[src/rtl/busreq_pkg.sv]
package busreq_pkg;

  localparam int DW = 32;
  localparam int MW = DW / 8;

  localparam logic [2:0] OP_PUT_FULL = 3'd0;
  localparam logic [2:0] OP_PUT_PART = 3'd1;
  localparam logic [2:0] OP_GET      = 3'd4;
  localparam logic [2:0] RSP_ACK      = 3'd0;
  localparam logic [2:0] RSP_ACK_DATA = 3'd1;

  localparam logic [1:0] ACC_RW = 2'd0;
  localparam logic [1:0] ACC_RO = 2'd1;
  localparam logic [1:0] ACC_WO = 2'd2;

  typedef struct packed {
    logic bad_op;
    logic unmapped;
    logic no_byte_en;
    logic gated;
    logic partial;
    logic wo_read;
    logic ro_write;
    logic csr_size;
  } err_flags_t;

  function automatic logic full_word(logic [1:0] size, logic [MW-1:0] mask);
    return (size == 2'd2) && (mask == {MW{1'b1}});
  endfunction

  function automatic logic csr_mask_ok(logic [4:0] msb, logic [MW-1:0] m);
    logic bad;
    bad = !m[0];
    if (msb >= 5'd8  && m[1:0] != 2'b11)  bad = 1'b1;
    if (msb >= 5'd16 && m[2:0] != 3'b111) bad = 1'b1;
    if (msb >= 5'd24 && m[3:0] != 4'hF)   bad = 1'b1;
    return !bad;
  endfunction

  function automatic logic [DW-1:0] rsp_data(logic get, logic err, logic blocked,
                                             logic [DW-1:0] rdata);
    if (!get)    return '0;
    if (err)     return '1;
    if (blocked) return '0;
    return rdata;
  endfunction

endpackage

[src/rtl/busreq_decode.sv]
module busreq_decode #(
  parameter int AW   = 10,
  parameter int NCSR = 5,
  parameter int NWIN = 4,
  parameter logic [NCSR-1:0][AW-1:0] CSR_ADDR  = '0,
  parameter logic [NWIN-1:0][AW-1:0] WIN_BASE  = '0,
  parameter logic [NWIN-1:0][AW-1:0] WIN_WORDS = '0
) (
  input  logic [AW-1:0]   addr_i,
  output logic [NCSR-1:0] csr_hit_o,
  output logic [NWIN-1:0] win_hit_o
);

  logic [AW+1:0] addr_ext;
  assign addr_ext = {2'b00, addr_i};

  for (genvar c = 0; c < NCSR; c++) begin : g_csr
    assign csr_hit_o[c] = (addr_i[AW-1:2] == CSR_ADDR[c][AW-1:2]);
  end

  for (genvar w = 0; w < NWIN; w++) begin : g_win
    localparam logic [AW+1:0] LO = {2'b00, WIN_BASE[w]};
    localparam logic [AW+1:0] HI = LO + {WIN_WORDS[w], 2'b00};
    assign win_hit_o[w] = (addr_ext >= LO) && (addr_ext < HI);
  end

endmodule

[src/rtl/busreq_classify.sv]
module busreq_classify
  import busreq_pkg::*;
#(
  parameter int NCSR = 5,
  parameter int NWIN = 4,
  parameter logic [NCSR-1:0][4:0] CSR_MSB   = '0,
  parameter logic [NCSR-1:0]      CSR_SUBOK = '0,
  parameter logic [NWIN-1:0][1:0] WIN_ACC   = '0,
  parameter logic [NWIN-1:0]      WIN_PART  = '0,
  parameter logic [NWIN-1:0]      WIN_TOL   = '0,
  parameter bit                   NO_BYTE_EN = 1'b0
) (
  input  logic [NCSR-1:0] csr_hit_i,
  input  logic [NWIN-1:0] win_hit_i,
  input  logic [2:0]      opcode_i,
  input  logic [1:0]      size_i,
  input  logic [MW-1:0]   mask_i,
  input  logic            mem_gate_i,
  output err_flags_t      flags_o,
  output logic            err_o,
  output logic            block_o,
  output logic            is_get_o,
  output logic            is_put_o,
  output logic            in_mem_o
);

  logic [4:0] msb_sel;
  logic       subok_sel, part_sel, tol_sel, in_csr, full;
  logic [1:0] acc_sel;
  logic       tolerated;

  always_comb begin
    msb_sel   = '0;
    subok_sel = 1'b0;
    for (int c = 0; c < NCSR; c++) begin
      if (csr_hit_i[c]) begin
        msb_sel   = msb_sel | CSR_MSB[c];
        subok_sel = subok_sel | CSR_SUBOK[c];
      end
    end
  end

  always_comb begin
    acc_sel  = '0;
    part_sel = 1'b0;
    tol_sel  = 1'b0;
    for (int w = 0; w < NWIN; w++) begin
      if (win_hit_i[w]) begin
        acc_sel  = acc_sel | WIN_ACC[w];
        part_sel = part_sel | WIN_PART[w];
        tol_sel  = tol_sel | WIN_TOL[w];
      end
    end
  end

  assign in_csr   = |csr_hit_i;
  assign in_mem_o = |win_hit_i;
  assign is_get_o = (opcode_i == OP_GET);
  assign is_put_o = (opcode_i == OP_PUT_FULL) || (opcode_i == OP_PUT_PART);
  assign full     = full_word(size_i, mask_i);

  always_comb begin
    flags_o            = '0;
    flags_o.bad_op     = !is_get_o && !is_put_o;
    flags_o.unmapped   = !in_csr && !in_mem_o;
    flags_o.no_byte_en = NO_BYTE_EN && is_put_o && !full;
    flags_o.gated      = in_mem_o && mem_gate_i;
    flags_o.partial    = in_mem_o && !part_sel && is_put_o && !full;
    flags_o.wo_read    = in_mem_o && (acc_sel == ACC_WO) && is_get_o && !tol_sel;
    flags_o.ro_write   = in_mem_o && (acc_sel == ACC_RO) && !is_get_o && !tol_sel;
    flags_o.csr_size   = in_csr && !subok_sel && is_put_o && !csr_mask_ok(msb_sel, mask_i);
  end

  assign tolerated = in_mem_o && tol_sel &&
                     (((acc_sel == ACC_WO) && is_get_o) || ((acc_sel == ACC_RO) && !is_get_o));
  assign err_o   = |flags_o;
  assign block_o = err_o || tolerated;

endmodule

[src/rtl/busreq_rsp.sv]
module busreq_rsp
  import busreq_pkg::*;
#(
  parameter int SW = 8
) (
  input  logic          clk_i,
  input  logic          rst_i,
  input  logic          accept_i,
  input  logic          is_get_i,
  input  logic          err_i,
  input  logic          block_i,
  input  logic [DW-1:0] rdata_i,
  input  logic [SW-1:0] source_i,
  input  logic [1:0]    size_i,
  input  logic          d_ready_i,
  output logic          d_valid_o,
  output logic [2:0]    d_opcode_o,
  output logic          d_error_o,
  output logic [DW-1:0] d_data_o,
  output logic [SW-1:0] d_source_o,
  output logic [1:0]    d_size_o
);

  always_ff @(posedge clk_i) begin
    if (rst_i) begin
      d_valid_o  <= 1'b0;
      d_opcode_o <= RSP_ACK;
      d_error_o  <= 1'b0;
      d_data_o   <= '0;
      d_source_o <= '0;
      d_size_o   <= '0;
    end else if (accept_i) begin
      d_valid_o  <= 1'b1;
      d_opcode_o <= is_get_i ? RSP_ACK_DATA : RSP_ACK;
      d_error_o  <= err_i;
      d_data_o   <= rsp_data(is_get_i, err_i, block_i, rdata_i);
      d_source_o <= source_i;
      d_size_o   <= size_i;
    end else if (d_ready_i) begin
      d_valid_o  <= 1'b0;
    end
  end

  p_hold_stable_r12: assert property (@(posedge clk_i) disable iff (rst_i)
    d_valid_o && !d_ready_i |=> d_valid_o && $stable(d_data_o) && $stable(d_error_o)
                                && $stable(d_source_o) && $stable(d_opcode_o));

  p_err_read_ones_r7: assert property (@(posedge clk_i) disable iff (rst_i)
    d_valid_o && d_error_o && (d_opcode_o == RSP_ACK_DATA) |-> d_data_o == '1);

  p_put_zero_data_r7: assert property (@(posedge clk_i) disable iff (rst_i)
    d_valid_o && (d_opcode_o == RSP_ACK) |-> d_data_o == '0);

endmodule

[src/rtl/busreq_guard.sv]
module busreq_guard
  import busreq_pkg::*;
#(
  parameter int AW   = 10,
  parameter int SW   = 8,
  parameter int NCSR = 5,
  parameter int NWIN = 4,
  parameter logic [NCSR-1:0][AW-1:0] CSR_ADDR  = {10'h010, 10'h00C, 10'h008, 10'h004, 10'h000},
  parameter logic [NCSR-1:0][4:0]    CSR_MSB   = {5'd31, 5'd5, 5'd12, 5'd20, 5'd31},
  parameter logic [NCSR-1:0]         CSR_SUBOK = 5'b10000,
  parameter logic [NWIN-1:0][AW-1:0] WIN_BASE  = {10'h380, 10'h300, 10'h200, 10'h100},
  parameter logic [NWIN-1:0][AW-1:0] WIN_WORDS = {10'd32, 10'd32, 10'd64, 10'd64},
  parameter logic [NWIN-1:0][1:0]    WIN_ACC   = {2'd2, 2'd2, 2'd1, 2'd0},
  parameter logic [NWIN-1:0]         WIN_PART  = 4'b1110,
  parameter logic [NWIN-1:0]         WIN_TOL   = 4'b0100,
  parameter bit                      NO_BYTE_EN = 1'b0
) (
  input  logic          clk_i,
  input  logic          rst_i,
  input  logic          mem_gate_i,
  input  logic          a_valid_i,
  output logic          a_ready_o,
  input  logic [2:0]    a_opcode_i,
  input  logic [AW-1:0] a_address_i,
  input  logic [1:0]    a_size_i,
  input  logic [3:0]    a_mask_i,
  input  logic [SW-1:0] a_source_i,
  input  logic [31:0]   a_data_i,
  output logic          d_valid_o,
  input  logic          d_ready_i,
  output logic [2:0]    d_opcode_o,
  output logic          d_error_o,
  output logic [31:0]   d_data_o,
  output logic [SW-1:0] d_source_o,
  output logic [1:0]    d_size_o,
  output logic          dn_we_o,
  output logic          dn_re_o,
  output logic          dn_mem_sel_o,
  output logic [AW-1:0] dn_addr_o,
  output logic [31:0]   dn_wdata_o,
  output logic [3:0]    dn_mask_o,
  input  logic [31:0]   dn_rdata_i
);

  logic [NCSR-1:0] csr_hit;
  logic [NWIN-1:0] win_hit;
  err_flags_t      flags;
  logic            acc_err, acc_block, is_get, is_put, in_mem, accept;

  busreq_decode #(
    .AW(AW), .NCSR(NCSR), .NWIN(NWIN),
    .CSR_ADDR(CSR_ADDR), .WIN_BASE(WIN_BASE), .WIN_WORDS(WIN_WORDS)
  ) i_decode (
    .addr_i   (a_address_i),
    .csr_hit_o(csr_hit),
    .win_hit_o(win_hit)
  );

  busreq_classify #(
    .NCSR(NCSR), .NWIN(NWIN), .CSR_MSB(CSR_MSB), .CSR_SUBOK(CSR_SUBOK),
    .WIN_ACC(WIN_ACC), .WIN_PART(WIN_PART), .WIN_TOL(WIN_TOL), .NO_BYTE_EN(NO_BYTE_EN)
  ) i_classify (
    .csr_hit_i (csr_hit),
    .win_hit_i (win_hit),
    .opcode_i  (a_opcode_i),
    .size_i    (a_size_i),
    .mask_i    (a_mask_i),
    .mem_gate_i(mem_gate_i),
    .flags_o   (flags),
    .err_o     (acc_err),
    .block_o   (acc_block),
    .is_get_o  (is_get),
    .is_put_o  (is_put),
    .in_mem_o  (in_mem)
  );

  assign a_ready_o = !d_valid_o || d_ready_i;
  assign accept    = a_valid_i && a_ready_o;

  assign dn_we_o      = accept && is_put && !acc_block;
  assign dn_re_o      = accept && is_get && !acc_block;
  assign dn_mem_sel_o = in_mem;
  assign dn_addr_o    = a_address_i;
  assign dn_wdata_o   = a_data_i;
  assign dn_mask_o    = a_mask_i;

  busreq_rsp #(.SW(SW)) i_rsp (
    .clk_i     (clk_i),
    .rst_i     (rst_i),
    .accept_i  (accept),
    .is_get_i  (is_get),
    .err_i     (acc_err),
    .block_i   (acc_block),
    .rdata_i   (dn_rdata_i),
    .source_i  (a_source_i),
    .size_i    (a_size_i),
    .d_ready_i (d_ready_i),
    .d_valid_o (d_valid_o),
    .d_opcode_o(d_opcode_o),
    .d_error_o (d_error_o),
    .d_data_o  (d_data_o),
    .d_source_o(d_source_o),
    .d_size_o  (d_size_o)
  );

  p_single_region_r1: assert property (@(posedge clk_i) disable iff (rst_i)
    $onehot0({csr_hit, win_hit}));

  p_unmapped_err_r1: assert property (@(posedge clk_i) disable iff (rst_i)
    accept && flags.unmapped |=> d_valid_o && d_error_o);

  p_no_strobe_on_err_r11: assert property (@(posedge clk_i) disable iff (rst_i)
    (dn_we_o || dn_re_o) |-> !acc_err);

  p_one_strobe_r11: assert property (@(posedge clk_i) disable iff (rst_i)
    !(dn_we_o && dn_re_o));

  p_gate_err_r8: assert property (@(posedge clk_i) disable iff (rst_i)
    accept && in_mem && mem_gate_i |=> d_error_o);

  p_backpressure_r12: assert property (@(posedge clk_i) disable iff (rst_i)
    d_valid_o && !d_ready_i |-> !a_ready_o);

endmodule

[config.mk]
export PLATFORM = sky130hd
export DESIGN_NAME = busreq_guard
export DESIGN_NICKNAME = d
export VERILOG_FILES = /design/src/rtl/busreq_pkg.sv /design/src/rtl/busreq_decode.sv /design/src/rtl/busreq_classify.sv /design/src/rtl/busreq_rsp.sv /design/src/rtl/busreq_guard.sv
export SDC_FILE = /design/constraint.sdc
export NUM_CORES = 1
export LEC_CHECK = 0
export ABC_AREA = 1
export BUFFER_PORTS_ARGS = -buffer_cell sky130_fd_sc_hd__clkbuf_2
export CAP_MARGIN = 20
export CORE_AREA = 2 2 61 106
export DETAILED_ROUTE_END_ITERATION = 8
export DIE_AREA = 0 0 63 108
export GPL_TIMING_DRIVEN = 0
export HOLD_SLACK_MARGIN = 0.06
export PLACE_DENSITY = 0.86
export RECOVER_POWER = 100
export SYNTH_ARGS = -nofsm -noshare
export SYNTH_HDL_FRONTEND = slang
export SYNTH_SLANG_ARGS = --single-unit
[constraint.sdc]
create_clock -name clk_i -period 3 [get_ports clk_i]
set_input_delay 0.3 -clock clk_i [delete_from_list [all_inputs] [get_ports clk_i]]
set_output_delay 0.3 -clock clk_i [all_outputs]
set_load 0.01 [all_outputs]
* After elaboration in Yosys (flattened, before gate mapping) *
Cells that the tools add are included.
Widths: inputs -> output; s select.

storage, ports and cells
  register bits = 47
  input bits = 96
  output and inout port bits = 97
  word-level logic and storage cells = 120

operators by class
  $lt $le $gt $ge = 11
  equality and inequality tests = 13
  mux-type cells = 37
  reduce and logical (&&, ||, !) cells = 53

operators by type and width
  kind                  number
  $mux 32               6
  $logic_and 1x1->1     32
  $ge 10x10->1 const B  3
  $lt 10x10->1 const B  3
  $mux 1                24
  $eq 8x2->1 const B    2
  $mux 5                3
  $logic_not 1->1       11
  $lt 10x11->1 const B  1
  $ge 10x9->1 const B   1
  $ge 5x5->1 const B    2
  $eq 8x1->1 const B    1
  $eq 8x3->1 const B    1
  $logic_not 8->1       1
  $reduce_or 7->1       1
  $ge 5x4->1 const B    1
  $reduce_or 5->1       1
  $eq 2x2->1 const B    2
  $eq 4x4->1 const B    1
  $logic_or 1x1->1      4
  $mux 2                2
  $mux 4                1
  $ne 4x4->1 const B    1
  $reduce_or 4->1       1
  8 further kinds       8

* Longest topological paths before layout *
  word-level depth = 24
  gate-level depth with buffers = 13
  depth with buffers taken out = 12

* Hierarchy *
Synthesis repeated with hierarchy kept, for this count alone.

unflattened totals
  cell total of the unflattened synthesis = 410
  area, all modules = 2632.5 sq um

by module, submodules not included
  module           times used  cells an instance  area an instance (sq um)  seq. area each (sq um)
  busreq_rsp       1           269                1845.5                    900.9
  busreq_guard     1           55                 384.1                     0.0
  busreq_classify  1           55                 271.5                     0.0
  busreq_decode    1           31                 131.4                     0.0

* Worst setup path after synthesis *
OpenSTA, ideal clock, no wires.

  path type = input to output
  from = in a_opcode_i[2]
  to = out dn_we_o
  data arrival time = 1.368 ns
  required time = 2.700 ns
  slack = 1.332 ns
  cell stages on the path = 8
  path buffers = 1
  path through = nor2_1 > o21ai_0 > nand2_1 > nand4_1 > nor2_4 > buf_2 > nand3_1 > nor3_2

on the way
  longest elaborated chain between the ends = 8

ends and longest elaborated chain
  element                                                       RTL line                                      text
  from (decl)                                                   busreq_guard.sv:23                            input logic [2:0] a_opcode_i,
  $eq 3x1->1, or another cell as far along                      busreq_classify.sv:59                         assign is_put_o = (opcode_i == OP_PUT_FULL) || (opcode_i == OP_PUT_PART);
  $logic_or 1x1->1 or $logic_not 1->1 (tied branches)           -
  $logic_and 1x1->1, or another cell as far along (2 in a row)  busreq_classify.sv:71                         flags_o.csr_size = in_csr && !subok_sel && is_put_o && !csr_mask_ok(msb_sel, mask_i);
  $reduce_or 7->1 or $logic_and 1x1->1 (tied branches)          busreq_classify.sv:76, busreq_classify.sv:74
  $logic_or 1x1->1                                              busreq_classify.sv:77                         assign block_o = err_o || tolerated;
  $logic_not 1->1                                               busreq_guard.sv:80                            assign dn_we_o = accept && is_put && !acc_block;
  $logic_and 1x1->1 (*)                                         busreq_guard.sv:80
  to (decl)                                                     busreq_guard.sv:36                            output logic dn_we_o,

Mark *: on every way between the ends. The rest lies on a longest branch, timed or not.

* Final worst setup path *
  from = reg i_rsp.d_valid_o
  to = out dn_re_o

on the way
  longest elaborated chain between the ends = 5

ends and longest elaborated chain
  element                         RTL line            text
  from (decl)                     busreq_rsp.sv:16    output logic d_valid_o,
  from (signal assigned)          busreq_rsp.sv:26    d_valid_o <= 1'b0;
  from (signal assigned)          busreq_rsp.sv:33    d_valid_o <= 1'b1;
  from (signal assigned)          busreq_rsp.sv:40    d_valid_o <= 1'b0;
  $logic_not 1->1                 busreq_guard.sv:77  assign a_ready_o = !d_valid_o || d_ready_i;
  $logic_or 1x1->1                busreq_guard.sv:77
  $logic_and 1x1->1               busreq_guard.sv:78  assign accept = a_valid_i && a_ready_o;
  $logic_and 1x1->1 (2 in a row)  busreq_guard.sv:81  assign dn_re_o = accept && is_get && !acc_block;
  to (decl)                       busreq_guard.sv:37  output logic dn_re_o,

Every way passes these cells.

==> summary.md <==
| Metric | Value |
|---|---|
| Iter 0 DRT Violations | `144` |
| CTS Buffer Depth | `2` |
| Register bit total from synthesis | `45` |
| H-tree depth | `2` |
| Worst-Margin Slew | `0.507 ns` |
| Antenna Nets Post-Route | `0` |
| Routed len/inst | `12.4 um` |
| Global-route wire length before repair | `11.8 mm` |
| Max VDD drop | `0.000190 V` |
| Initial antenna violation count | `0` |
| Critical path type | `reg -> out` |
| Fin crit share | `0.841` |
| Clk_skew | `0.00154 ns` |
| Main flop type after synthesis | `dfxtp_1` |
| Largest net degree at the start of global routing | `13` |
| # hold bufs at CTS | `0` |
| Tmin final | `2.52 ns` |
| Setup TNS | `0 ns` |
| Post-CTS setup buffer count | `0` |
| Clk sinks | `45` |
| Synth warn | `0` |
| Input/output buffers | `155` |
| Number of remaining DRC errors | `0` |
| Final GP Congestion | `0.827` |
| ANT cells | `0` |
| Routed WL | `7.71 mm` |
| CTS tree | `done` |
| Final setup fails | `0` |
| Synthesized area per cell | `6.62 um2` |
| Critical path startpoint category | `register` |
| DP HPWL | `6.19 mm` |
| Global route overflow | `0` |
| Rel. slew slack | `0.662` |
| Clk Tree Root Cell | `clkbuf_8` |
| Via density per instance | `4.75` |
| Core Area | `5880 um2` |
| Fin cells | `619` |
| F_max | `396 MHz` |
| Async set or reset register ratio after synthesis | `0` |
| Vias in the first global route | `2645` |
| Die Footprint | `6800 um2` |
| First-pass detailed-route iteration total | `4` |
| Max Cap Violations | `0` |
| Later-pin clock latency in the skew report | `0.28 ns` |
| Critical-path top delay cell | `nor2_1` |
| Placed insts | `612` |
| Area Growth Syn to Fin | `33.3%` |
| Cell Chain, Critical Path | `nand2_1 -> nand2_1 -> nor2_1 -> clkbuf_1 -> inv_1 -> nor2_1 -> clkbuf_2` |
| Largest stage delay on the critical path | `0.42 ns` |
| Critical path required time | `2.70 ns` |
| Hold crit path type | `in -> reg` |
| Final hold vios | `0` |
| RSZ-0062 raised after global routing | `no` |
| Ratio of cells with drive above 1 in the final layout | `0.231` |
| Register area share after synthesis | `0.360` |
| Initial core utilization | `0.426` |
| Setup crit end kind | `output pin` |
| Worst-path fanout max | `10` |
| Ports | `193` |
| Outcome | `finished, final reports clean` |
| CTS buffer count | `5` |
| Total global routing track utilization | `0.218` |
| FP Rows | `37` |
| PD cells | `383 nW/um2` |
| Critical Path AT | `2.22 ns` |
| Die W | `63 um` |
| DR vias | `2942` |
| Post_cts resized | `0` |
| Mapped Area | `2500 um2` |
| Distinct cells, synth | `23` |
| Cell count after synthesis | `378` |
| CTS clk-pin slew, worst paths | `0.08 ns` |
| Pleak | `1.51 nW` |
| Post-synth EDFFs | `0` |
| Fin. max-slew vios | `0` |
| Fin nets | `637` |
| Die height | `108 um` |
[logic make-up (layout without fill, tap and decap cells)]
kind of cell / Yosys count / in the layout / share of synthesized area
compound gates: 47 / 47 / 0.0975
buf+inv: 85 / 247 / 0.211
flops: 45 / 45 / 0.360
other cells: 1 / 2 / 0.00150
simple gates: 200 / 200 / 0.330
[through the flow]
stage	area [um2]	hold slack [ns]	setup slack (ns)	total power, mW	util
after floorplan	2510	0.445	1.33	0.813	-
final	3340	0.241	0.476	1.28	0.568
after detailed placement	3380	0.454	0.865	0.940	0.575
after global routing	3340	0.233	0.276	1.35	0.568
after CTS	3470	0.229	0.650	1.31	0.590
after global placement	3380	0.453	0.915	0.934	0.575
[power by group]
| group | total (mW) | internal (mW) | switching [mW] |
|---|---|---|---|
| clock | 0.371 | 0.183 | 0.188 |
| sequential | 0.629 | 0.618 | 0.0109 |
| combinational | 0.279 | 0.125 | 0.154 |
[path summary, 6_finish.rpt]
kind,from,endpoint,slack (ns),cells after the start
hold reg to reg,i_rsp.d_data_o[28],i_rsp.d_data_o[28],0.47,2
hold / removal,a_source_i[4],i_rsp.d_source_o[4],0.24,3
setup / recovery,i_rsp.d_valid_o,dn_re_o,0.48,7
setup reg to reg,i_rsp.d_valid_o,i_rsp.d_opcode_o[0],1.12,6
[synthesized netlist by cell type (2+ instances only)]
library cell | instances | share of area
dfxtp_1 | 45 | 0.36
buf_1 | 2 | 0.0030
clkbuf_1 | 11 | 0.016
nand2_1 | 138 | 0.21
nand4_1 | 2 | 0.0050
buf_2 | 6 | 0.012
inv_1 | 15 | 0.022
nand3_1 | 35 | 0.070
a21oi_1 | 43 | 0.086
buf_6 | 3 | 0.013
nor2_1 | 19 | 0.028
buf_4 | 48 | 0.14
[layer usage]
metal,vias up,track usage,routed length [um]
li1,1465,-,-
met1,1299,0.208,2620
met2,170,0.450,4270
met3,8,0.0354,708
met4,0,0.0794,105
met5,-,0,0
[sequential cells by signal (all words and copies together) (netlist names)]
register,count
i_rsp.d_opcode_o,1
i_rsp.d_source_o,8
i_rsp.d_data_o,32
i_rsp.d_valid_o,1
i_rsp.d_size_o,2
i_rsp.d_error_o,1
[critical path: cells and delay by family (launching register included)]
kind	cells	cell delay (ns)
AND/OR/NAND/NOR	4	0.94
buffers and inverters	3	0.68
flip-flops	1	0.32
[cell usage in the layout, fill, tap and decap left out, drive strengths merged]
cell type and instances:
conb 2, a211oi 1, o21ai 1, clkbuf 177
nor3b 1, a21boi 1, nor2 21, dfxtp 45
inv 15, nand3b 1, a21oi 44, nor3 1
buf 55, nand4 2, nand2 139, nand3 35
[final cells by class]
| class | instances | area [um2] |
|---|---|---|
| plain buffers | 70 | 468 |
| repair buffers | 155 | 659 |
| fillers | 634 | 2540 |
| multi-input cells | 249 | 1070 |
| flip-flops and latches | 45 | 901 |
| well taps | 78 | 97.6 |
| clock buffers | 7 | 86.3 |
| inverters | 15 | 56.3 |
(Power assumes the default switching activity.)
